===== src/rtl/gpio_irq_pkg.sv =====
package gpio_irq_pkg;
    localparam int unsigned ADDR_W = 5;

    typedef enum logic [ADDR_W-1:0] {
        OFF_OUT   = 5'h00,
        OFF_DIR   = 5'h04,
        OFF_POL   = 5'h08,
        OFF_DIN   = 5'h0C,
        OFF_CAUSE = 5'h10,
        OFF_EMASK = 5'h14,
        OFF_LMASK = 5'h18
    } reg_off_e;
endpackage


===== src/rtl/gpio_sync.sv =====
module gpio_sync #(
    parameter int unsigned W = 32
) (
    input  logic         clk,
    input  logic         rst_n,
    input  logic [W-1:0] d,
    output logic [W-1:0] q
);
    logic [W-1:0] meta_d, meta_q, stab_d, stab_q;

    always_comb begin
        meta_d = d;
        stab_d = meta_q;
    end

    always_ff @(posedge clk) begin
        if (!rst_n) begin
            meta_q <= '0;
            stab_q <= '0;
        end else begin
            meta_q <= meta_d;
            stab_q <= stab_d;
        end
    end

    assign q = stab_q;
endmodule


===== src/rtl/gpio_regs.sv =====
module gpio_regs
    import gpio_irq_pkg::*;
#(
    parameter int unsigned W = 32
) (
    input  logic              clk,
    input  logic              rst_n,
    input  logic [W-1:0]      pin_sync,
    input  logic              bus_sel,
    input  logic              bus_wr,
    input  logic [ADDR_W-1:0] bus_addr,
    input  logic [W-1:0]      bus_wdata,
    output logic [W-1:0]      bus_rdata,
    output logic [W-1:0]      out_r,
    output logic [W-1:0]      dir_r,
    output logic [W-1:0]      pol_r,
    output logic [W-1:0]      din,
    output logic [W-1:0]      cause_r,
    output logic [W-1:0]      emask_r,
    output logic [W-1:0]      lmask_r
);
    typedef struct packed {
        logic [W-1:0] out;
        logic [W-1:0] dir;
        logic [W-1:0] pol;
        logic [W-1:0] cause;
        logic [W-1:0] emask;
        logic [W-1:0] lmask;
        logic [W-1:0] din_prev;
        logic [W-1:0] rdata;
    } state_t;

    state_t st_d, st_q;
    logic [W-1:0] din_c, rise_c, keep_c;

    always_comb begin
        st_d   = st_q;
        din_c  = pin_sync ^ st_q.pol;
        rise_c = din_c & ~st_q.din_prev;
        keep_c = '1;
        st_d.din_prev = din_c;

        if (bus_sel && bus_wr) begin
            case (bus_addr)
                OFF_OUT:   st_d.out   = bus_wdata;
                OFF_DIR:   st_d.dir   = bus_wdata;
                OFF_POL:   st_d.pol   = bus_wdata;
                OFF_CAUSE: keep_c     = bus_wdata;
                OFF_EMASK: st_d.emask = bus_wdata;
                OFF_LMASK: st_d.lmask = bus_wdata;
                default: ;
            endcase
        end

        // a fresh edge outranks a same-cycle clear
        st_d.cause = (st_q.cause & keep_c) | rise_c;

        if (bus_sel && !bus_wr) begin
            case (bus_addr)
                OFF_OUT:   st_d.rdata = st_q.out;
                OFF_DIR:   st_d.rdata = st_q.dir;
                OFF_POL:   st_d.rdata = st_q.pol;
                OFF_DIN:   st_d.rdata = (din_c & st_q.dir) | (st_q.out & ~st_q.dir);
                OFF_CAUSE: st_d.rdata = st_q.cause;
                OFF_EMASK: st_d.rdata = st_q.emask;
                OFF_LMASK: st_d.rdata = st_q.lmask;
                default:   st_d.rdata = '0;
            endcase
        end
    end

    always_ff @(posedge clk) begin
        if (!rst_n) begin
            st_q     <= '0;
            st_q.dir <= '1;
        end else begin
            st_q <= st_d;
        end
    end

    assign bus_rdata = st_q.rdata;
    assign out_r     = st_q.out;
    assign dir_r     = st_q.dir;
    assign pol_r     = st_q.pol;
    assign din       = din_c;
    assign cause_r   = st_q.cause;
    assign emask_r   = st_q.emask;
    assign lmask_r   = st_q.lmask;
endmodule


===== src/rtl/gpio_irq_merge.sv =====
module gpio_irq_merge #(
    parameter int unsigned W     = 32,
    parameter int unsigned GROUP = 8,
    localparam int unsigned NGRP = W / GROUP
) (
    input  logic [W-1:0]    din,
    input  logic [W-1:0]    lmask,
    input  logic [W-1:0]    cause,
    input  logic [W-1:0]    emask,
    output logic [NGRP-1:0] irq
);
    logic [W-1:0] src;

    assign src = (din & lmask) | (cause & emask);

    for (genvar g = 0; g < NGRP; g++) begin : g_grp
        assign irq[g] = |src[g*GROUP +: GROUP];
    end
endmodule


===== src/rtl/gpio_irq_bank.sv =====
module gpio_irq_bank
    import gpio_irq_pkg::*;
#(
    parameter int unsigned NUM_PINS = 32,
    parameter int unsigned GROUP    = 8,
    localparam int unsigned NGRP    = NUM_PINS / GROUP
) (
    input  logic                clk,
    input  logic                rst_n,
    input  logic [NUM_PINS-1:0] pin_in,
    output logic [NUM_PINS-1:0] pin_out,
    output logic [NUM_PINS-1:0] pin_oe,
    input  logic                bus_sel,
    input  logic                bus_wr,
    input  logic [ADDR_W-1:0]   bus_addr,
    input  logic [NUM_PINS-1:0] bus_wdata,
    output logic [NUM_PINS-1:0] bus_rdata,
    output logic [NGRP-1:0]     irq_group
);
    logic [NUM_PINS-1:0] pin_sync, out_r, dir_r, pol_r, din, cause_r, emask_r, lmask_r;

    gpio_sync #(.W(NUM_PINS)) u_sync (
        .clk(clk), .rst_n(rst_n), .d(pin_in), .q(pin_sync)
    );

    gpio_regs #(.W(NUM_PINS)) u_regs (
        .clk(clk), .rst_n(rst_n), .pin_sync(pin_sync),
        .bus_sel(bus_sel), .bus_wr(bus_wr), .bus_addr(bus_addr),
        .bus_wdata(bus_wdata), .bus_rdata(bus_rdata),
        .out_r(out_r), .dir_r(dir_r), .pol_r(pol_r), .din(din),
        .cause_r(cause_r), .emask_r(emask_r), .lmask_r(lmask_r)
    );

    gpio_irq_merge #(.W(NUM_PINS), .GROUP(GROUP)) u_merge (
        .din(din), .lmask(lmask_r), .cause(cause_r), .emask(emask_r), .irq(irq_group)
    );

    assign pin_out = out_r;
    assign pin_oe  = ~dir_r;
endmodule


===== config.mk =====
export PLATFORM = sky130hd
export DESIGN_NAME = gpio_irq_bank
export DESIGN_NICKNAME = d
export VERILOG_FILES = /design/src/rtl/gpio_irq_pkg.sv /design/src/rtl/gpio_sync.sv /design/src/rtl/gpio_regs.sv /design/src/rtl/gpio_irq_merge.sv /design/src/rtl/gpio_irq_bank.sv
export SDC_FILE = /design/constraint.sdc
export NUM_CORES = 1
export LEC_CHECK = 0
export BUFFER_PORTS_ARGS = -buffer_cell sky130_fd_sc_hd__buf_2
export CAP_MARGIN = 0
export CORE_MARGIN = 1
export CORE_UTILIZATION = 45
export CTS_CLUSTER_SIZE = 8
export DETAILED_ROUTE_END_ITERATION = 10
export PLACE_DENSITY = 0.67
export SYNTH_ARGS = -nofsm -noshare
export SYNTH_HDL_FRONTEND = slang
export SYNTH_SLANG_ARGS = --single-unit

===== constraint.sdc =====
create_clock -name clk -period 2.54 [get_ports clk]
set_input_delay 0.254 -clock clk [delete_from_list [all_inputs] [get_ports clk]]
set_output_delay 0.254 -clock clk [all_outputs]
set_load 0.1 [all_outputs]

==> results.json <==
{
  "worst_ep_required_time_ps": 2290,
  "worstPathCellList": "xor2_1 -> a22o_1 -> a221oi_1 -> nand3_1 -> buf_2",
  "rsz0062_at_grt": "false",
  "rows": 63,
  "cts_buffers": 45,
  "syn-instance-count": 1547,
  "dr_wl_met2_um": 18800,
  "die_area_mm2": 0.0313,
  "intPower_uw": 8560,
  "post_cts_buffers": 0,
  "area_growth_pct": 17.1,
  "status": "finished clean",
  "top_layer": "met4",
  "synth_edf_count": 0,
  "skew_ps": 11.2,
  "cts.clk_slew.worst_paths_ps": 50,
  "clkSinkCount": 320,
  "finish.instance_area_mm2": 0.0161,
  "timing.hold.ws_ps": 12.0,
  "drt-met1-wl_um": 18500,
  "port_buffers": 172,
  "place_congestion": 0.888,
  "cp-end-kind": "output port",
  "final_cell_mix": "dfxtp_1 (320), nand2_1 (314), buf_2 (170)",
  "power.density_mw_per_mm2": 690,
  "p_seq_share_pct": 46.8,
  "final_nets": 1744,
  "ys_seq_area_share_pct": 46.6,
  "grt_start_max_net_pins": 272,
  "fin_crit_ps": 2490,
  "ys.flop_type": "dfxtp_1",
  "async_flop_share_pct": 0,
  "grt_usage_pct": 26.4,
  "drtIter0Drc": 1132,
  "p_sw_uw": 2560,
  "start_util_pct": 46.1,
  "comb_power_share_pct": 5.9,
  "synth_area_per_cell_um2": 8.89,
  "clockBufferDepth": 3,
  "timing.final.hold_violations": 0,
  "cellLeakagePower_uw": 0.00637,
  "p_sw_share_pct": 23.0,
  "insertion_delay_ps": 540,
  "root_buffer": "clkbuf_16",
  "slew_headroom_pct": 28.8,
  "setup_viol": 0,
  "grt_pass1_wl_um": 63600,
  "die_w_um": 177,
  "grt_pass1_vias": 11000,
  "ir_drop_v": 0.000415,
  "power_frac_clock_pct": 47.3,
  "io_pins": 173,
  "worst_path_max_delay_cell": "buf_2",
  "crit_type": "register to output port",
  "fmax_ghz": 0.401,
  "slowest_delay_ps": 450,
  "wl_per_cell_um": 20.2,
  "fp.coreArea_mm2": 0.0299,
  "finalCritPeriodShare_pct": 98.2,
  "chipHeight_um": 177,
  "layout_commonest_cell": "dfxtp_1",
  "htreeDepth": 2,
  "routed_via_density": 5.69,
  "cts_tree": "built",
  "wl_met3_um": 3180,
  "synth_cell_types": 49,
  "drv_slew": 0,
  "placed_area_mm2": 0.0146,
  "final_antenna_net_count": 0,
  "setup_tns_ps": 0,
  "worstPathArrival_ps": 2240,
  "drcViolationCount": 0,
  "drive_gt1_share_pct": 18.8,
  "startpoint_type": "register",
  "synth_seq_cells": 320,
  "max_cap_viol_count": 0,
  "dr.pass1.iters": 6,
  "min_path_type": "input pin to register",
  "overflow": 0,
  "final.fill_count": 2724,
  "synth_nets": 1620,
  "syn_area_mm2": 0.0138,
  "yosysWarnings": 0,
  "antenna_found_initial": 3,
  "hpwl_um": 27900,
  "worst-slew-pin-transition_ps": 1070,
  "power_uw": 11100,
  "wirelength_um": 41700,
  "path_max_fanout": 4,
  "vias": 11700
}
through the flow:
stage               worst slack (ps)  instances  util [%]
finish                          45.0       2065      53.9
global route                    5.85       2065      53.9
CTS                             46.9       2062      53.9
detailed placement               439       1981      48.8
global placement                 484       1981      48.8
floorplan                        589       1547         -
critical path: cells and delay by family, from the launching register on:
family | cells | cell delay [ps]
AOI/OAI and AO/OA | 2 | 260
xor gates and xnor gates | 1 | 410
buffers and inverters | 1 | 450
DFF | 1 | 410
and+or+nand+nor | 1 | 170
Yosys cell counts, types with 32 or more instances:
master | count | area [µm²]
dfxtp_1 | 320 | 6410
nand2_1 | 314 | 1180
and2_1 | 99 | 619
a21boi_0 | 96 | 721
a21boi_1 | 64 | 480
buf_4 | 64 | 480
clkbuf_1 | 58 | 218
o21ai_0 | 58 | 290
o211ai_1 | 56 | 420
buf_2 | 50 | 250
a21oi_1 | 37 | 185
inv_1 | 34 | 128
nand2b_1 | 33 | 206
xor2_1 | 32 | 280
worst paths after layout:
kind | end | slack [ps] | cells after the start | start
min | u_regs.pol_r[18]$_SDFFE_PN0P_ | 10 | 3 | bus_wdata[18]
max reg2reg | u_regs.bus_rdata[5]$_SDFFE_PN0P_ | 1200 | 4 | u_regs.pol_r[5]$_SDFFE_PN0P_
min reg2reg | u_sync.q[26]$_SDFF_PN0_ | 430 | 1 | u_sync.meta_q[26]$_SDFF_PN0_
max | irq_group[0] | 50 | 5 | u_regs.pol_r[1]$_SDFFE_PN0P_
power by group through the flow:
stage	Clock (µW)	Sequential, µW	Combinational, µW
2_1_floorplan	0	5270	379
3_3_place_gp	0	5290	602
3_5_place_dp	0	5300	610
4_1_cts	5350	5200	650
5_1_grt	5560	5200	704
6_report	5260	5200	661
registers in the layout (all words and copies together) (netlist names):
signal            count
u_regs.st_q          32
u_regs.pol_r         32
u_regs.dir_r         32
u_sync.q             32
u_regs.out_r         32
u_regs.bus_rdata     32
u_regs.lmask_r       32
u_sync.meta_q        32
u_regs.emask_r       32
u_regs.cause_r       32
routing by layer:
metal	global-route usage, %	up-vias
met5	0	-
met4	10.7	0
met3	4.83	93
met2	41.1	540
met1	35.8	5591
li1	-	5517
final cells by class:
cell class	count	area [µm²]	share of cell area, %
clock buffers	46	1150	7.15
repair buffers	251	1580	9.83
diodes	3	7.51	0.0466
multi-input cells	1019	6310	39.2
well taps	390	488	3.03
clock inverters	2	36.3	0.225
inverters	34	128	0.792
flip-flops and latches	320	6410	39.8
what timing repair did:
action / CTS / global route
hold buffers: 33 / 0
setup endpoints to repair: 0 / 1
hold endpoints to repair: 34 / 0
gates resized for setup: 0 / 1
cells by family after synthesis:
kind of cell	after synthesis	share of synthesized area (%)
buffers and inverters	208	7.87
DFF	320	46.6
and+or+nand+nor	534	18.5
xor gates and xnor gates	32	2.04
AOI/OAI and AO/OA	410	21.6
muxes	43	3.41
Note: power is estimated with default switching activity, not from simulation.
